## config.mk

```make
export PLATFORM = sky130hd
export DESIGN_NAME = vscan_point_sampler
export DESIGN_NICKNAME = d
export VERILOG_FILES = /design/src/rtl/vps_pkg.sv /design/src/rtl/vps_seq.sv /design/src/rtl/vps_line_timer.sv /design/src/rtl/vps_capture.sv /design/src/rtl/vscan_point_sampler.sv
export SDC_FILE = /design/constraint.sdc
export NUM_CORES = 1
export LEC_CHECK = 0
export BUFFER_PORTS_ARGS = -buffer_cell sky130_fd_sc_hd__buf_4
export CAP_MARGIN = 20
export CORE_AREA = 3 3 144 146
export DETAILED_ROUTE_END_ITERATION = 7
export DIE_AREA = 0 0 147 149
export GPL_TIMING_DRIVEN = 0
export SLEW_MARGIN = 0
export SYNTH_ARGS = -nofsm -noshare
export SYNTH_HDL_FRONTEND = slang
export SYNTH_HIERARCHICAL = 1
export SYNTH_SLANG_ARGS = --single-unit
```

## constraint.sdc

```tcl
create_clock -name clk -period 5.1 [get_ports clk]
set_input_delay 0.255 -clock clk [delete_from_list [all_inputs] [get_ports clk]]
set_output_delay 0.255 -clock clk [all_outputs]
set_load 0.01 [all_outputs]
```

## src/rtl/vps_pkg.sv

```systemverilog
package vps_pkg;
  typedef enum logic [1:0] {
    ST_IDLE  = 2'd0,
    ST_ARMED = 2'd1,
    ST_RUN   = 2'd2
  } seq_state_e;
endpackage

```

## src/rtl/vps_seq.sv

```systemverilog
module vps_seq
  import vps_pkg::*;
#(
  parameter int COL_W   = 9,
  parameter int LINE_W  = 9,
  parameter int FRM_W   = 10,
  parameter int SLOPE_W = 4,
  parameter int TGT_W   = 24
) (
  input  logic                     clk,
  input  logic                     rst_n,
  input  logic                     frame_sync,
  input  logic                     start,
  input  logic                     cfg_diag,
  input  logic [COL_W-1:0]         cfg_col0,
  input  logic                     cfg_slope_neg,
  input  logic [SLOPE_W-1:0]       cfg_step,
  input  logic [LINE_W-1:0]        cfg_line_first,
  input  logic [LINE_W-1:0]        cfg_line_last,
  input  logic [FRM_W-1:0]         cfg_frames,
  output logic                     run,
  output logic                     done,
  output logic                     diag,
  output logic signed [TGT_W-1:0]  base,
  output logic signed [TGT_W-1:0]  slope,
  output logic [LINE_W-1:0]        line_first,
  output logic [LINE_W-1:0]        line_last
);

  seq_state_e               state_q, state_d;
  logic [FRM_W-1:0]         frame_q, frame_d;
  logic [FRM_W-1:0]         frames_q, frames_d;
  logic                     done_q, done_d;
  logic                     diag_q, diag_d;
  logic signed [TGT_W-1:0]  base_q, base_d;
  logic signed [TGT_W-1:0]  slope_q, slope_d;
  logic [LINE_W-1:0]        first_q, first_d;
  logic [LINE_W-1:0]        last_q, last_d;
  logic                     load;
  logic [FRM_W-1:0]         idx_next;
  logic [FRM_W:0]           frame_inc;
  logic signed [TGT_W-1:0]  step_ext;

  assign frame_inc = {1'b0, frame_q} + {{FRM_W{1'b0}}, 1'b1};
  assign step_ext  = $signed(TGT_W'(cfg_step));

  always_comb begin
    state_d  = state_q;
    frame_d  = frame_q;
    frames_d = frames_q;
    done_d   = done_q;
    diag_d   = diag_q;
    base_d   = base_q;
    slope_d  = slope_q;
    first_d  = first_q;
    last_d   = last_q;
    load     = 1'b0;
    idx_next = frame_q;
    case (state_q)
      ST_IDLE: begin
        if (start) begin
          state_d  = ST_ARMED;
          done_d   = 1'b0;
          frames_d = cfg_frames;
        end
      end
      ST_ARMED: begin
        if (frame_sync) begin
          state_d  = ST_RUN;
          load     = 1'b1;
          idx_next = '0;
        end
      end
      ST_RUN: begin
        if (frame_sync) begin
          if (frame_inc >= {1'b0, frames_q}) begin
            state_d = ST_IDLE;
            done_d  = 1'b1;
          end else begin
            load     = 1'b1;
            idx_next = frame_inc[FRM_W-1:0];
          end
        end
      end
      default: state_d = ST_IDLE;
    endcase
    if (load) begin
      frame_d = idx_next;
      diag_d  = cfg_diag;
      first_d = cfg_line_first;
      last_d  = cfg_line_last;
      if (cfg_diag) begin
        base_d  = $signed(TGT_W'(cfg_col0));
        slope_d = cfg_slope_neg ? -step_ext : step_ext;
      end else begin
        base_d  = $signed(TGT_W'(cfg_col0) + TGT_W'(idx_next));
        slope_d = '0;
      end
    end
  end

  always_ff @(posedge clk or negedge rst_n) begin
    if (!rst_n) begin
      state_q  <= ST_IDLE;
      frame_q  <= '0;
      frames_q <= '0;
      done_q   <= 1'b0;
      diag_q   <= 1'b0;
      base_q   <= '0;
      slope_q  <= '0;
      first_q  <= '0;
      last_q   <= '0;
    end else begin
      state_q  <= state_d;
      frame_q  <= frame_d;
      frames_q <= frames_d;
      done_q   <= done_d;
      diag_q   <= diag_d;
      base_q   <= base_d;
      slope_q  <= slope_d;
      first_q  <= first_d;
      last_q   <= last_d;
    end
  end

  assign run        = (state_q == ST_RUN);
  assign done       = done_q;
  assign diag       = diag_q;
  assign base       = base_q;
  assign slope      = slope_q;
  assign line_first = first_q;
  assign line_last  = last_q;

  AST_ARM_WAITS_FRAME: assert property (@(posedge clk) disable iff (!rst_n)
    (state_q == ST_ARMED && !frame_sync) |=> (state_q == ST_ARMED));

  AST_RUN_HOLDS_FRAME: assert property (@(posedge clk) disable iff (!rst_n)
    (state_q == ST_RUN && !frame_sync) |=> (state_q == ST_RUN && $stable(frame_q)));

  AST_CFG_FROZEN: assert property (@(posedge clk) disable iff (!rst_n)
    (state_q == ST_RUN && !frame_sync) |=> ($stable(base_q) && $stable(slope_q)));

  AST_DONE_NOT_RUN: assert property (@(posedge clk) disable iff (!rst_n)
    done_q |-> (state_q != ST_RUN));

endmodule

```

## src/rtl/vps_line_timer.sv

```systemverilog
module vps_line_timer #(
  parameter int COL_W  = 9,
  parameter int LINE_W = 9,
  parameter int TGT_W  = 24
) (
  input  logic                     clk,
  input  logic                     rst_n,
  input  logic                     frame_sync,
  input  logic                     line_sync,
  input  logic                     pix_tick,
  input  logic signed [TGT_W-1:0]  base,
  input  logic signed [TGT_W-1:0]  slope,
  output logic                     line_open,
  output logic [LINE_W-1:0]        line_idx,
  output logic [COL_W:0]           pix_cnt,
  output logic signed [TGT_W-1:0]  target
);

  logic                     open_q, open_d;
  logic [LINE_W-1:0]        line_q, line_d;
  logic [COL_W:0]           cnt_q, cnt_d;
  logic signed [TGT_W-1:0]  tgt_q, tgt_d;

  always_comb begin
    open_d = open_q;
    line_d = line_q;
    cnt_d  = cnt_q;
    tgt_d  = tgt_q;
    if (frame_sync) begin
      open_d = 1'b0;
      cnt_d  = '0;
    end else if (line_sync) begin
      cnt_d  = '0;
      open_d = 1'b1;
      if (!open_q) begin
        line_d = '0;
        tgt_d  = base;
      end else begin
        if (line_q != '1) line_d = line_q + 1'b1;
        tgt_d = tgt_q + slope;
      end
    end else if (pix_tick && (cnt_q != '1)) begin
      cnt_d = cnt_q + 1'b1;
    end
  end

  always_ff @(posedge clk or negedge rst_n) begin
    if (!rst_n) begin
      open_q <= 1'b0;
      line_q <= '0;
      cnt_q  <= '0;
      tgt_q  <= '0;
    end else begin
      open_q <= open_d;
      line_q <= line_d;
      cnt_q  <= cnt_d;
      tgt_q  <= tgt_d;
    end
  end

  assign line_open = open_q;
  assign line_idx  = line_q;
  assign pix_cnt   = cnt_q;
  assign target    = tgt_q;

  AST_LINE_CLEARS_COUNT: assert property (@(posedge clk) disable iff (!rst_n)
    line_sync |=> (cnt_q == '0));

  AST_FRAME_CLOSES_LINE: assert property (@(posedge clk) disable iff (!rst_n)
    frame_sync |=> !open_q);

endmodule

```

## src/rtl/vps_capture.sv

```systemverilog
module vps_capture #(
  parameter int COL_W     = 9,
  parameter int LINE_W    = 9,
  parameter int SMP_W     = 8,
  parameter int TGT_W     = 24,
  parameter int NUM_LINES = 480,
  parameter int NUM_COLS  = 512
) (
  input  logic                     clk,
  input  logic                     rst_n,
  input  logic                     run,
  input  logic                     diag,
  input  logic [LINE_W-1:0]        line_first,
  input  logic [LINE_W-1:0]        line_last,
  input  logic                     frame_sync,
  input  logic                     line_sync,
  input  logic                     pix_tick,
  input  logic                     line_open,
  input  logic [LINE_W-1:0]        line_idx,
  input  logic [COL_W:0]           pix_cnt,
  input  logic signed [TGT_W-1:0]  target,
  input  logic [SMP_W-1:0]         adc_data,
  output logic                     out_valid,
  output logic [LINE_W-1:0]        out_line,
  output logic [COL_W-1:0]         out_col,
  output logic [SMP_W-1:0]         out_sample
);

  localparam logic signed [TGT_W-1:0] COLS_T  = TGT_W'(NUM_COLS);
  localparam logic [LINE_W:0]         LINES_T = (LINE_W+1)'(NUM_LINES);

  logic              line_ok, range_ok, col_ok, hit;
  logic              taken_q, taken_d;
  logic              vld_q;
  logic [LINE_W-1:0] line_q;
  logic [COL_W-1:0]  col_q;
  logic [SMP_W-1:0]  smp_q;

  assign line_ok  = ({1'b0, line_idx} < LINES_T);
  assign range_ok = !diag || ((line_idx >= line_first) && (line_idx <= line_last));
  assign col_ok   = !target[TGT_W-1] && (target < COLS_T)
                    && (pix_cnt == target[COL_W:0]);
  assign hit      = run && line_open && pix_tick && !line_sync && !frame_sync
                    && line_ok && range_ok && col_ok;

  always_comb begin
    taken_d = taken_q;
    if (line_sync || frame_sync) taken_d = 1'b0;
    else if (hit)                taken_d = 1'b1;
  end

  always_ff @(posedge clk or negedge rst_n) begin
    if (!rst_n) begin
      taken_q <= 1'b0;
      vld_q   <= 1'b0;
    end else begin
      taken_q <= taken_d;
      vld_q   <= hit;
    end
  end

  always_ff @(posedge clk or negedge rst_n) begin
    if (!rst_n) begin
      line_q <= '0;
      col_q  <= '0;
      smp_q  <= '0;
    end else if (hit) begin
      line_q <= line_idx;
      col_q  <= pix_cnt[COL_W-1:0];
      smp_q  <= adc_data;
    end
  end

  assign out_valid  = vld_q;
  assign out_line   = line_q;
  assign out_col    = col_q;
  assign out_sample = smp_q;

  AST_ONE_PER_LINE: assert property (@(posedge clk) disable iff (!rst_n)
    hit |-> !taken_q);

  AST_VALID_PULSE: assert property (@(posedge clk) disable iff (!rst_n)
    vld_q |=> !vld_q);

  AST_LINE_LIMIT: assert property (@(posedge clk) disable iff (!rst_n)
    vld_q |-> ({1'b0, line_q} < LINES_T));

  AST_SYNC_BLOCKS_TICK: assert property (@(posedge clk) disable iff (!rst_n)
    (line_sync || frame_sync) |=> !vld_q);

endmodule

```

## src/rtl/vscan_point_sampler.sv

```systemverilog
module vscan_point_sampler #(
  parameter int LINE_W    = 9,
  parameter int COL_W     = 9,
  parameter int SMP_W     = 8,
  parameter int FRM_W     = 10,
  parameter int SLOPE_W   = 4,
  parameter int NUM_LINES = 480,
  parameter int NUM_COLS  = 512
) (
  input  logic               clk,
  input  logic               rst_n,
  input  logic               frame_sync,
  input  logic               line_sync,
  input  logic               pix_tick,
  input  logic [SMP_W-1:0]   adc_data,
  input  logic               start,
  input  logic               cfg_diag,
  input  logic [COL_W-1:0]   cfg_col0,
  input  logic               cfg_slope_neg,
  input  logic [SLOPE_W-1:0] cfg_step,
  input  logic [LINE_W-1:0]  cfg_line_first,
  input  logic [LINE_W-1:0]  cfg_line_last,
  input  logic [FRM_W-1:0]   cfg_frames,
  output logic               done,
  output logic               out_valid,
  output logic [LINE_W-1:0]  out_line,
  output logic [COL_W-1:0]   out_col,
  output logic [SMP_W-1:0]   out_sample
);

  localparam int TGT_W = LINE_W + SLOPE_W + COL_W + 2;

  logic [1:0]               rst_sync_q;
  logic                     rst_int_n;
  logic                     run, diag;
  logic signed [TGT_W-1:0]  base, slope, target;
  logic [LINE_W-1:0]        line_first, line_last, line_idx;
  logic                     line_open;
  logic [COL_W:0]           pix_cnt;

  always_ff @(posedge clk or negedge rst_n) begin
    if (!rst_n) rst_sync_q <= 2'b00;
    else        rst_sync_q <= {rst_sync_q[0], 1'b1};
  end
  assign rst_int_n = rst_sync_q[1];

  vps_seq #(
    .COL_W(COL_W), .LINE_W(LINE_W), .FRM_W(FRM_W),
    .SLOPE_W(SLOPE_W), .TGT_W(TGT_W)
  ) u_seq (
    .clk(clk), .rst_n(rst_int_n), .frame_sync(frame_sync), .start(start),
    .cfg_diag(cfg_diag), .cfg_col0(cfg_col0), .cfg_slope_neg(cfg_slope_neg),
    .cfg_step(cfg_step), .cfg_line_first(cfg_line_first),
    .cfg_line_last(cfg_line_last), .cfg_frames(cfg_frames),
    .run(run), .done(done), .diag(diag), .base(base), .slope(slope),
    .line_first(line_first), .line_last(line_last)
  );

  vps_line_timer #(
    .COL_W(COL_W), .LINE_W(LINE_W), .TGT_W(TGT_W)
  ) u_timer (
    .clk(clk), .rst_n(rst_int_n), .frame_sync(frame_sync),
    .line_sync(line_sync), .pix_tick(pix_tick), .base(base), .slope(slope),
    .line_open(line_open), .line_idx(line_idx), .pix_cnt(pix_cnt),
    .target(target)
  );

  vps_capture #(
    .COL_W(COL_W), .LINE_W(LINE_W), .SMP_W(SMP_W), .TGT_W(TGT_W),
    .NUM_LINES(NUM_LINES), .NUM_COLS(NUM_COLS)
  ) u_cap (
    .clk(clk), .rst_n(rst_int_n), .run(run), .diag(diag),
    .line_first(line_first), .line_last(line_last),
    .frame_sync(frame_sync), .line_sync(line_sync), .pix_tick(pix_tick),
    .line_open(line_open), .line_idx(line_idx), .pix_cnt(pix_cnt),
    .target(target), .adc_data(adc_data), .out_valid(out_valid),
    .out_line(out_line), .out_col(out_col), .out_sample(out_sample)
  );

endmodule

```

==> flow_metrics.tcl <==
set metrics [dict create \
    port_buffers 84 \
    maxCapViolations 0 \
    cts_tree "built" \
    synth-xor-area-share_pct 4.81 \
    wirelength_mm 22.5 \
    max_freq_mhz 209 \
    final-seq-area_mm2 0.00333 \
    ys.flop_type "dfrtp_1" \
    die_w_um 147 \
    gp_congestion 0.890 \
    dr.pass1.iters 7 \
    cp-endpoint "u_seq/base[10]" \
    crit_path_end_kind "flip-flop" \
    r2r_cells 20 \
    cp.arrival_ns 5.08 \
    drt_iter0_markers 347 \
    cts-htree-levels 4 \
    rr_startpoint "u_seq/frame_q[0]" \
    dieArea_mm2 0.0219 \
    worstSkewPairLatency_ns 0.42 \
    multi_input_area_mm2 0.00520 \
    fp-row-count 51 \
    ant_nets 0 \
    vias 7242 \
    stdcell_count 1362 \
    synth_top_family_by_area "compound AO/OA/AOI/OAI gates" \
    yosys-mux-area-fraction_pct 7.27 \
    final_util_pct 55.7 \
    worstMarginPinSlew_ns 0.845 \
    yosys.area_share.simple_pct 16.5 \
    finClkSkew_ns 0.00911 \
    hold_viol 0 \
    numCtsBuffers 17 \
    slew_headroom_pct 43.7 \
    grt_pass1_vias 7052 \
    start_kind "flip-flop" \
    dp_hpwl_mm 17.0 \
    fillers 1805 \
    synth-seq-cells 133 \
    crit_path_start "u_seq/frame_q[0]" \
    ys_warn_count 6 \
    avgSynthCellArea_um2 9.44 \
    period_minus_slack_ns 4.78 \
    synth.cell_area_mm2 0.00910 \
    die_h_um 149 \
    placed_cells 1327 \
    clockBufferDepth 2 \
    setup_viol 0 \
    yosys.cell_types.count 82 \
    fin_crit_sh_pct 93.7 \
    min_path_type "input pin to flip-flop" \
    hold_start "cfg_line_first[8]" \
    syn-instance-count 964 \
    finish.net_count 1213 \
    clkSinkCount 133 \
    grt_setup_unrepaired "false" \
    ys_async_sr_fraction_pct 100 \
    coreArea_mm2 0.0195 \
    antenna_found_initial 0 \
    ys_seq_area_share_pct 36.6 \
    area_delta_synth_final_pct 19.5 \
    grt_pass1_wl_mm 37.0 \
    power.leakage_nw 5.43 \
    antenna_cells 0 \
    path_clk_slew_ns 0.06 \
    critPathKind "flip-flop to flip-flop" \
    start_util_pct 46.6 \
    cp.required_ns 5.41 \
    r2r-end "u_seq/base[10]" \
    grt_overflow 0 \
    track_usage_pct 21.1 \
    finalHoldWorstSlack_ns 0.0255 \
    routed_via_density 5.32 \
    worstPathMaxFanout 8 \
    timing.final.ws_setup_ns 0.322 \
    synth_fa_ha_area_share_pct 9.92 \
    synth-compound-area-share_pct 17.6 \
    pre_cts_ws_ns 0.0175 \
    powerDensity_mw_per_mm2 450 \
    reg2reg_slack_ns 0.32 \
    wl_per_cell_um 16.5 \
    ir_drop_mv 0.276 \
    synth_edf_count 0 \
    outcome "complete, no violations" \
    drive_above_1_share_pct 22.5 \
    root_buffer "clkbuf_16" \
    drc 0 \
    grt_max_degree 66 \
    report.final.slew_viol_count 0 \
    num_io_pins 85 \
]
metal layers:
metal / wire (µm) / track usage, % / vias up / share of wire [%]
met3: 914 / 3.46 / 25 / 4.1
li1: - / - / 3658 / -
met4: 396 / 7.08 / 0 / 1.8
met5: 0 / 0 / - / 0
met2: 10300 / 33.9 / 162 / 46
met1: 10900 / 29.4 / 3397 / 48
flip-flops by register name (all words and copies together) (netlist names):
register / cells
u_seq/line_first: 9
u_seq/done: 1
u_timer/pix_cnt: 10
u_seq/diag: 1
u_seq/slope: 7
u_seq/line_last: 9
u_cap/out_sample: 8
u_cap/out_valid: 1
u_seq/frames_q: 10
u_timer/line_open: 1
u_seq/frame_q: 10
u_cap/out_col: 9
u_timer/target: 24
rst_sync_q: 2
u_seq/state_q: 2
u_seq/base: 11
u_cap/out_line: 9
u_timer/line_idx: 9
worst max-delay path: stages, from the launching register on:
cell,delay (ns)
dfrtp_2,0.45
and3_1,0.20
nand3_1,0.21
nor2_1,0.19
xor2_1,0.37
ha_1,0.34
o2111ai_1,0.10
nor2_2,0.12
a211oi_4,0.27
nor2_1,0.13
nand2_1,0.08
o21ai_0,0.11
ha_1,0.24
fa_1,0.44
a211oi_2,0.23
nor2_1,0.09
o31a_1,0.26
o21a_1,0.19
o21a_1,0.17
or2_2,0.28
a22o_1,0.18
cells in the mapped netlist, drive strengths merged, types with 4 or more instances:
| cell type | number | share of area, % |
|---|---|---|
| clkbuf | 15 | 1.1 |
| a31oi | 17 | 1.2 |
| or3 | 10 | 0.70 |
| nand3 | 18 | 0.99 |
| buf | 47 | 4.0 |
| xnor2 | 26 | 2.5 |
| nand3b | 4 | 0.33 |
| mux2 | 37 | 5.4 |
| mux2i | 17 | 1.9 |
| nor3b | 11 | 0.91 |
| o21bai | 4 | 0.33 |
| nor4 | 8 | 0.78 |
| a21oi | 51 | 3.0 |
| nor2 | 42 | 1.7 |
| o21a | 9 | 0.74 |
| a211oi | 14 | 1.5 |
| nor3 | 13 | 0.71 |
| nand4 | 20 | 1.5 |
| o31ai | 11 | 1.1 |
| inv | 54 | 2.2 |
| and3 | 13 | 0.92 |
| ha | 69 | 9.5 |
| nand2b | 7 | 0.48 |
| o21ai | 77 | 4.3 |
| a21o | 18 | 1.5 |
| dfrtp | 133 | 37 |
| nand2 | 140 | 5.8 |
| or2 | 5 | 0.34 |
| a22o | 5 | 0.48 |
| xor2 | 24 | 2.3 |
cell type report:
| type | count | share of cell area, % |
|---|---|---|
| multi-input cells | 727 | 47.8 |
| repair buffers | 90 | 6.60 |
| inverters | 54 | 1.86 |
| clock buffers | 22 | 4.18 |
| well taps | 265 | 3.05 |
| clock inverters | 9 | 1.62 |
| flip-flops and latches | 133 | 30.7 |
| plain buffers | 62 | 4.23 |
cells by family after synthesis:
logic type                 after synthesis
buffers and inverters                  116
muxes                                   54
adders and majority gates               71
DFF                                    133
AOI/OAI and AO/OA                      234
xor gates and xnor gates                50
other                                    2
and+or+nand+nor                        304
layout by cell type (no fill, tap or decap), drive strengths merged, types with 3 or more instances in the layout:
| master | synthesis | layout |
|---|---|---|
| nand2 | 140 | 140 |
| buf | 47 | 135 |
| dfrtp | 133 | 133 |
| o21ai | 77 | 77 |
| ha | 69 | 69 |
| inv | 54 | 54 |
| a21oi | 51 | 51 |
| nor2 | 42 | 42 |
| clkbuf | 15 | 38 |
| mux2 | 37 | 37 |
| xnor2 | 26 | 26 |
| xor2 | 24 | 24 |
| nand4 | 20 | 20 |
| nand3 | 18 | 18 |
| a21o | 18 | 18 |
| a31oi | 17 | 17 |
| mux2i | 17 | 17 |
| conb | 2 | 14 |
| a211oi | 14 | 14 |
| nor3 | 13 | 13 |
| and3 | 13 | 13 |
| nor3b | 11 | 11 |
| o31ai | 11 | 11 |
| or3 | 10 | 10 |
| o21a | 9 | 9 |
| nor4 | 8 | 8 |
| nand2b | 7 | 7 |
| bufinv | 0 | 5 |
| a22o | 5 | 5 |
| or2 | 5 | 5 |
| nand3b | 4 | 4 |
| o21bai | 4 | 4 |
| o211ai | 3 | 3 |
| nor2b | 3 | 3 |
| clkinv | 0 | 3 |
| and4 | 3 | 3 |
| a21boi | 3 | 3 |
metrics by stage:
step	setup TNS, ns	power, mW	instance area, µm²
final	0	4.89	10900
after floorplan	0	3.02	9150
after global placement	-85.54	3.49	10100
after global routing	0	5.27	10900
after CTS	0	4.88	10800
after detailed placement	0	3.53	10200
timing repair:
item                                   4_1_cts  5_1_grt
endpoints found under the hold margin        2        0
gates resized for setup                      1       10
pin swaps                                    0        1
setup endpoints to repair                    1        3
cloned                                       0        0
setup buffers                                0        3
hold buffers                                 1        0
worst min path at each step:
stage,endpoint,depth (start not counted),slack [ns]
global placement,rst_sync_q[0],1,0.04
detailed placement,rst_sync_q[0],1,0.04
CTS,u_seq/line_first[8],3,0.009
global route,u_seq/line_first[8],3,0.01
finish,u_seq/line_first[8],3,0.03
floorplan,rst_sync_q[0],0,-0.04
where the power goes:
group | switching [mW] | internal (mW)
Clock | 0.450 | 0.877
Combinational | 1.13 | 0.871
Sequential | 0.249 | 1.31
Note: power is estimated with default switching activity, not from simulation.
